`src/rtl/ppc_pkg.sv`:
```
package ppc_pkg;
  typedef enum logic [2:0] {
    OP_SEQ  = 3'd0,
    OP_JMP  = 3'd1,
    OP_CALL = 3'd2,
    OP_RET  = 3'd3,
    OP_ADDA = 3'd4,
    OP_MOVA = 3'd5,
    OP_SWI  = 3'd6,
    OP_RSV  = 3'd7
  } pc_op_e;
endpackage

```
`src/rtl/ppc_next.sv`:
```
module ppc_next
  import ppc_pkg::*;
#(
  parameter int unsigned PAGE_W  = 2,
  parameter int unsigned OFS_W   = 10,
  parameter int unsigned ACC_W   = 8,
  parameter int unsigned HWI_VEC = 1,
  parameter int unsigned SWI_VEC = 2,
  localparam int unsigned PC_W   = PAGE_W + OFS_W
) (
  input  pc_op_e             op,
  input  logic [PC_W-1:0]    pc,
  input  logic [OFS_W-1:0]   imm,
  input  logic [ACC_W-1:0]   acc,
  input  logic [PAGE_W-1:0]  page,
  input  logic               irq,
  input  logic [PC_W-1:0]    stk_top,
  output logic [PC_W-1:0]    nxt_pc,
  output logic [PC_W-1:0]    push_val,
  output logic               push,
  output logic               pop,
  output logic               redirect
);
  localparam int unsigned GAP_W = OFS_W - ACC_W;

  logic [PC_W-1:0]  seq_pc;
  logic [ACC_W-1:0] sum_lo;

  always_comb begin
    seq_pc   = pc + PC_W'(1);
    sum_lo   = seq_pc[ACC_W-1:0] + acc;
    push_val = seq_pc;
    nxt_pc   = seq_pc;
    push     = 1'b0;
    pop      = 1'b0;
    redirect = 1'b1;
    case (op)
      OP_JMP:  nxt_pc = {page, imm};
      OP_CALL: begin
        nxt_pc = {page, imm};
        push   = 1'b1;
      end
      OP_RET: begin
        nxt_pc = stk_top;
        pop    = 1'b1;
      end
      OP_ADDA: nxt_pc = {page, {GAP_W{1'b0}}, sum_lo};
      OP_MOVA: nxt_pc = {page, {GAP_W{1'b0}}, acc};
      OP_SWI: begin
        nxt_pc = PC_W'(SWI_VEC);
        push   = 1'b1;
      end
      default: begin
        if (irq) begin
          nxt_pc = PC_W'(HWI_VEC);
          push   = 1'b1;
        end else begin
          redirect = 1'b0;
        end
      end
    endcase
  end
endmodule

```
`src/rtl/ppc_stack.sv`:
```
module ppc_stack #(
  parameter int unsigned W     = 12,
  parameter int unsigned DEPTH = 5
) (
  input  logic         clk,
  input  logic         rst_n,
  input  logic         en,
  input  logic         push,
  input  logic         pop,
  input  logic [W-1:0] din,
  output logic [W-1:0] top
);
  wire [DEPTH*W-1:0] flat;

  for (genvar i = 0; i < DEPTH; i++) begin : g_ent
    logic [W-1:0] q;
    logic [W-1:0] d;
    logic [W-1:0] from_above;
    logic [W-1:0] from_below;

    if (i == 0) begin : g_first
      assign from_above = din;
    end else begin : g_rest
      assign from_above = flat[(i-1)*W +: W];
    end

    if (i == DEPTH - 1) begin : g_last
      assign from_below = q;
    end else begin : g_inner
      assign from_below = flat[(i+1)*W +: W];
    end

    always_comb begin
      d = q;
      if (push)     d = from_above;
      else if (pop) d = from_below;
    end

    always_ff @(posedge clk or negedge rst_n) begin
      if (!rst_n)  q <= '0;
      else if (en) q <= d;
    end

    assign flat[i*W +: W] = q;
  end

  assign top = flat[W-1:0];
endmodule

```
`src/rtl/paged_pc.sv`:
```
module paged_pc
  import ppc_pkg::*;
#(
  parameter int unsigned PAGE_W  = 2,
  parameter int unsigned OFS_W   = 10,
  parameter int unsigned ACC_W   = 8,
  parameter int unsigned DEPTH   = 5,
  parameter int unsigned RST_VEC = 12'hFFF,
  parameter int unsigned HWI_VEC = 12'h001,
  parameter int unsigned SWI_VEC = 12'h002,
  localparam int unsigned PC_W   = PAGE_W + OFS_W
) (
  input  logic              clk,
  input  logic              rst_n,
  input  logic              step_i,
  input  logic [2:0]        op_i,
  input  logic [OFS_W-1:0]  imm_i,
  input  logic [ACC_W-1:0]  acc_i,
  input  logic [PAGE_W-1:0] page_i,
  input  logic              irq_i,
  output logic [PC_W-1:0]   pc_o,
  output logic              flush_o
);
  logic rst_meta_q, rst_sync_q;

  always_ff @(posedge clk or negedge rst_n) begin
    if (!rst_n) begin
      rst_meta_q <= 1'b0;
      rst_sync_q <= 1'b0;
    end else begin
      rst_meta_q <= 1'b1;
      rst_sync_q <= rst_meta_q;
    end
  end

  logic [PC_W-1:0] pc_q, pc_d;
  logic [PC_W-1:0] ret_val, top_val;
  logic            do_push, do_pop, redir;
  logic            flush_q, flush_d;

  ppc_next #(
    .PAGE_W (PAGE_W),
    .OFS_W  (OFS_W),
    .ACC_W  (ACC_W),
    .HWI_VEC(HWI_VEC),
    .SWI_VEC(SWI_VEC)
  ) u_next (
    .op      (pc_op_e'(op_i)),
    .pc      (pc_q),
    .imm     (imm_i),
    .acc     (acc_i),
    .page    (page_i),
    .irq     (irq_i),
    .stk_top (top_val),
    .nxt_pc  (pc_d),
    .push_val(ret_val),
    .push    (do_push),
    .pop     (do_pop),
    .redirect(redir)
  );

  ppc_stack #(
    .W    (PC_W),
    .DEPTH(DEPTH)
  ) u_stack (
    .clk  (clk),
    .rst_n(rst_sync_q),
    .en   (step_i),
    .push (do_push),
    .pop  (do_pop),
    .din  (ret_val),
    .top  (top_val)
  );

  always_comb flush_d = step_i & redir;

  always_ff @(posedge clk or negedge rst_sync_q) begin
    if (!rst_sync_q) begin
      pc_q    <= PC_W'(RST_VEC);
      flush_q <= 1'b0;
    end else begin
      flush_q <= flush_d;
      if (step_i) pc_q <= pc_d;
    end
  end

  assign pc_o    = pc_q;
  assign flush_o = flush_q;
endmodule

```
`config.mk`:
```
export PLATFORM = sky130hd
export DESIGN_NAME = paged_pc
export DESIGN_NICKNAME = d
export VERILOG_FILES = /design/src/rtl/ppc_pkg.sv /design/src/rtl/ppc_next.sv /design/src/rtl/ppc_stack.sv /design/src/rtl/paged_pc.sv
export SDC_FILE = /design/constraint.sdc
export NUM_CORES = 1
export LEC_CHECK = 0
export BUFFER_PORTS_ARGS = -buffer_cell sky130_fd_sc_hd__buf_2
export CORE_MARGIN = 2
export CORE_UTILIZATION = 50
export DETAILED_ROUTE_END_ITERATION = 6
export PLACE_DENSITY = 0.8
export SETUP_SLACK_MARGIN = 0.5
export SLEW_MARGIN = 20
export SYNTH_ARGS = -nofsm -noshare
export SYNTH_HDL_FRONTEND = slang
export SYNTH_SLANG_ARGS = --single-unit
```
`constraint.sdc`:
```
create_clock -name clk -period 6.45 [get_ports clk]
set_input_delay 0.645 -clock clk [delete_from_list [all_inputs] [get_ports clk]]
set_output_delay 0.645 -clock clk [all_outputs]
set_load 0.03 [all_outputs]
```
### After elaboration in Yosys (flattened, before gate mapping)

Cells that the tools add are included.

| operators by class | value |
|---|---|
| $add $sub $neg | 2 |
| eq/ne operators | 6 |
| mux-type cells | 14 |
| bitwise logic cells | 1 |
| reduce and logical (&&, ||, !) cells | 7 |

Operators by type and width:

| cell | number |
|---|---|
| two-way mux 12 bit | 9 |
| one-hot mux 12 bit (5 select lines) | 1 |
| adder 12 x 1 -> 12 bit, second input constant | 1 |
| equality test 3 bit, second input constant | 3 |
| adder 8 bit | 1 |
| equality test 3 x 2 -> 1 bit, second input constant | 2 |
| OR reduction 6 bit | 1 |
| AND reduction 2 bit | 2 |
| OR reduction 2 bit | 2 |
| OR reduction 4 bit | 1 |
| equality test 3 x 1 -> 1 bit, second input constant | 1 |
| two-way mux 1 bit | 3 |
| one-hot mux 1 bit (2 select lines) | 1 |
| nonzero test 2 bit | 1 |
| AND 1 bit | 1 |

| word-level totals | value |
|---|---|
| register bits | 75 |
| input port bits | 27 |
| output and inout bits | 13 |
| word-level logic and storage cells | 39 |

### Depth between registers and ports, before layout

| logic depth | value |
|---|---|
| word-level depth | 5 |
| depth in mapped cells | 11 |
| mapped depth without buffers | 11 |

### Hierarchy

From an unflattened synthesis, not the netlist that was laid out.

| unflattened totals | value |
|---|---|
| cell total of the unflattened synthesis | 483 |
| area, all modules | 4530.6 sq um |

Modules (own cells, without submodules):

| module | times used | cells an instance | area an instance (sq um) | sequential area each (sq um) |
|---|---|---|---|---|
| ppc_stack | 1 | 299 | 2904.0 | 1501.4 |
| ppc_next | 1 | 154 | 1044.8 | 0.0 |
| paged_pc | 1 | 30 | 581.8 | 390.4 |

### Least setup slack after synthesis

No wires, ideal clock.

| timing | value |
|---|---|
| kind | reg-to-reg |
| from | reg pc_q[0] (netlist: pc_o[0]) |
| to | reg pc_q[7] (netlist: pc_o[7]) |
| library setup time | 0.073 ns |
| arrival time | 2.590 ns |
| required time | 6.377 ns |
| slack | 3.787 ns |
| cell stages (with the launch flop) | 12 |
| path buffers | 0 |
| period minus slack after synthesis | 2.663 ns |
| cells stage by stage | dfstp_2 ha_1 and2_1 nand2_1 xnor2_1 ha_1 a21o_1 a21o_1 a211oi_1 xor2_1 nand2_1 a21oi_1 |

| between the ends | value |
|---|---|
| cells in the longest elaborated chain, start to end | 3 |
| elaborated cells on any way between the ends | 4 |
| those cells by class | add/sub: 2; mux: 2 |

Ends and longest elaborated chain:

| element | RTL line | RTL |
|---|---|---|
| start, declared | paged_pc.sv:36 | `logic [PC_W-1:0] pc_q, pc_d;` |
| start signal, assigned | paged_pc.sv:79 | `pc_q <= PC_W'(RST_VEC);` |
| start signal, assigned | paged_pc.sv:83 | `if (step_i) pc_q <= pc_d;` |
| adder 12 x 1 -> 12 bit (*) | ppc_next.sv:30 | `seq_pc = pc + PC_W'(1);` |
| adder 8 bit or two-way mux 12 bit (tied branches) | ppc_next.sv:31, ppc_next.sv:54 |  |
| one-hot mux 12 bit (5 select lines) (*) | ppc_next.sv:37 | `case (op)` |

Every way passes the cells marked *; elsewhere a longest branch is shown, timed or not.
A chain may end at the register's enable or synchronous reset.

### Final worst setup path

Same ends and word-level chain as after synthesis.

==> results.tsv <==
stage	metric	value	unit
worst_setup_path	slowest_delay	590	ps
yosys	synth_commonest_cells	nand2_1 (66), dfrtp_1 (63), o21ai_0 (55)	
routing	routed_wl	9433	um
cts	clockBufferDepth	2	
place	portBuffers	39	
cts	cts_root_buf	clkbuf_8	
cts	cts-buffers-inserted	9	
yosys	synth_area_leader_cell	dfrtp_1	
worst_hold_path	min-delay-path-class	input pin to async pin	
flow_run	cap_violations	0	
floorplanning	die_x	96.27	um
run_status	status	completed	
cts	cts_tree	built	
layout	syn_to_final_growth	9.788	%
yosys	synth.distinct_cells	54	
floorplanning	start_util	51.80	%
routing	drtPass1Iterations	5	
cts	cts_hold_buffers	0	
yosys	synth-simple-area-share	11.26	%
worst_setup_path	crit_family	compound AO/OA/AOI/OAI gates	
cts	ctsHtreeMaxLevel	3	
yosys	ys_async_sr_fraction	100.0	%
layout	num-fill-cells	671	
layout	layout-drive-gt1-share	21.10	%
yosys	avgSynthCellArea	10.02	um2
global_routing	grt_use_total	22.06	%
yosys	synth_top_family_by_area	compound AO/OA/AOI/OAI gates	
global_routing	antenna_found_initial	0	
yosys	synth-compound-area-share	16.84	%
timing	worst_slack	3575	ps
routing	drtAntennaViolNets	0	
yosys	ys_ff_latch	75	
routing	drc_errors	0	
timing	setup_viol	0	
worst_setup_path	critPathLaunchType	register	
cts	ctsResizeCount	0	
floorplanning	dieArea	9267	um2
routing	drtIter0Drc	284	
timing	fmax	0.3478	GHz
yosys	synth_area	4257	um2
yosys	ys.flop_type	dfrtp_1	
layout	diodes	0	
timing	rsz0062_at_grt	no	
yosys	synth_edf_count	0	
place	hpwl	6381	um
timing	tightest_slew	924.9	ps
worst_setup_path	cp.required	6740	ps
place	globalplace.congestion	0.9848	
timing	min_period	2875	ps
worst_setup_path	crit_type	register to register	
yosys	ys_seq_area_share	44.44	%
worst_setup_path	slowest_stage	dfstp_2	
yosys	synthCells	425	
cts	cts_setup_buffers	0	
routing	wl_per_cell	16.84	um
yosys	syn-num-nets	461	
power_and_ir_drop	power_density	313.7	nW/um2
timing	timing.final.crit_share	44.58	%
yosys	synth.most_common_cell	nand2_1	
layout	ff_latch_area	1893	um2
timing	tns	0	ps
timing	hold_viol_final	0	
global_routing	grt_max_degree	97	
power_and_ir_drop	ir_drop	0.1404	mV
global_routing	grt_pass1_vias	3085	
worst_setup_path	path_cells	ha_1, and2_1, nand2_1, xnor2_1, ha_1, a21o_1, a21o_1, a211oi_1, xor2_1, nand2_1, a21oi_1	
timing	slew_viol_final	0	
routing	vias	3297	
yosys	synthXorXnorAreaFrac	3.616	%
timing	relSlewSlack	38.34	%
worst_setup_path	crit_arrival	3160	ps
floorplanning	die_h	96.27	um
yosys	yosys_warnings	0	
worst_setup_path	endpoint_kind	register	
power_and_ir_drop	leakagePower	2.202	nW
floorplanning	placementRows	33	
worst_setup_path	crit_buf_inv	0	
layout	multi_input_area	2176	um2
global_routing	grt-ovfl-total	0	
yosys	synth_top_area_share	37.04	%
floorplanning	coreArea	8217	um2
timing	finClkSkew	7.459	ps
yosys	muxShareOfSynthArea	16.43	%
cts	clkTransAtPathRegs	80	ps
worst_setup_path	critPathMaxFanout	6	
global_routing	grt_pass1_wl	15450	um
layout	fin_util	56.88	%
cts	clk_latency	360	ps
yosys	synth-adder-area-share	2.822	%
routing	vias_per_cell	5.888	
cts	clock-sinks	75	
yosys	synth.area.top_cells	dfrtp_1 (37%), mux2i_1 (11%), dfstp_2 (7.4%)	
layout	num-nets-final	486	
place	place_ws	3430	ps
floorplanning	io_pins	40	
[sequential cells by signal, indices dropped and copies added, names as in the netlist]
| name | flops |
|---|---|
| u_stack.top | 12 |
| rst_meta_q | 1 |
| pc_o | 12 |
| rst_sync_q | 1 |
| u_stack.g_ent.from_below | 48 |
| flush_o | 1 |
[final cells by class]
class | instances | share of cell area, %
repair buffers | 42 | 4.659
well taps | 105 | 2.811
multi-input cells | 314 | 46.56
inverters | 8 | 0.6426
flip-flops and latches | 75 | 40.51
clock buffers | 9 | 2.651
clock inverters | 7 | 2.169
[layer usage]
layer	GRT usage, %	vias to the layer above	part of all wire [%]
met5	0	-	0
met4	9.881	0	2.0
met3	3.681	16	6.0
met2	32.52	127	45
met1	31.89	1597	47
li1	-	1557	-
[worst paths after layout]
kind	start	end	slack, ps	depth (start not counted)
worst max-delay path	pc_o[0]	pc_o[7]	3570	11
worst min-delay path	rst_n	rst_meta_q	50	1
worst max register to register	pc_o[0]	pc_o[7]	3570	11
worst min register to register	rst_meta_q	rst_sync_q	360	0
max in group asynchronous	rst_sync_q	u_stack.g_ent[2].from_below[1]	5360	1
min in group clk	rst_meta_q	rst_sync_q	360	0
[kinds of logic after synthesis]
logic type | after synthesis
compound gates | 115
mux | 64
xor+xnor | 16
flops | 75
buf+inv | 36
fa+ha+maj | 9
simple gates | 109
other cells | 1
[where the power goes]
part,total [mW],leakage (nW),switching [mW],internal (mW)
logic,0.370,1.12,0.202,0.169
registers,0.686,0.975,0.103,0.583
clock network,0.409,0.106,0.189,0.220
[cell usage in the layout, fill, tap and decap left out, types with 4 or more instances in the layout]
| cell type | Yosys | final |
|---|---|---|
| mux2_4 | 10 | 10 |
| inv_1 | 7 | 7 |
| ha_1 | 8 | 8 |
| o21ai_1 | 5 | 5 |
| clkbuf_8 | 0 | 9 |
| mux2i_1 | 47 | 47 |
| a21oi_1 | 12 | 12 |
| a21o_1 | 4 | 4 |
| xnor2_1 | 9 | 9 |
| nand3_1 | 5 | 5 |
| nand2_1 | 66 | 65 |
| dfrtp_1 | 63 | 62 |
| nor2_1 | 19 | 19 |
| o21ai_0 | 55 | 55 |
| buf_2 | 6 | 39 |
| a22oi_1 | 8 | 8 |
| mux2_2 | 7 | 7 |
| a22o_1 | 5 | 5 |
| xor2_1 | 6 | 6 |
| dfstp_2 | 12 | 12 |
[stage by stage]
step	cell area, um2	hold WS [ps]	instances	total power, mW
CTS	4673	40.47	560	1.469
floorplan	4257	331.2	425	0.9531
global placement	4448	335.8	544	1.032
finish	4673	52.51	560	1.466
global route	4673	42.27	560	1.547
detailed placement	4448	339.4	544	1.058
Note: power is estimated with default switching activity, not from simulation.
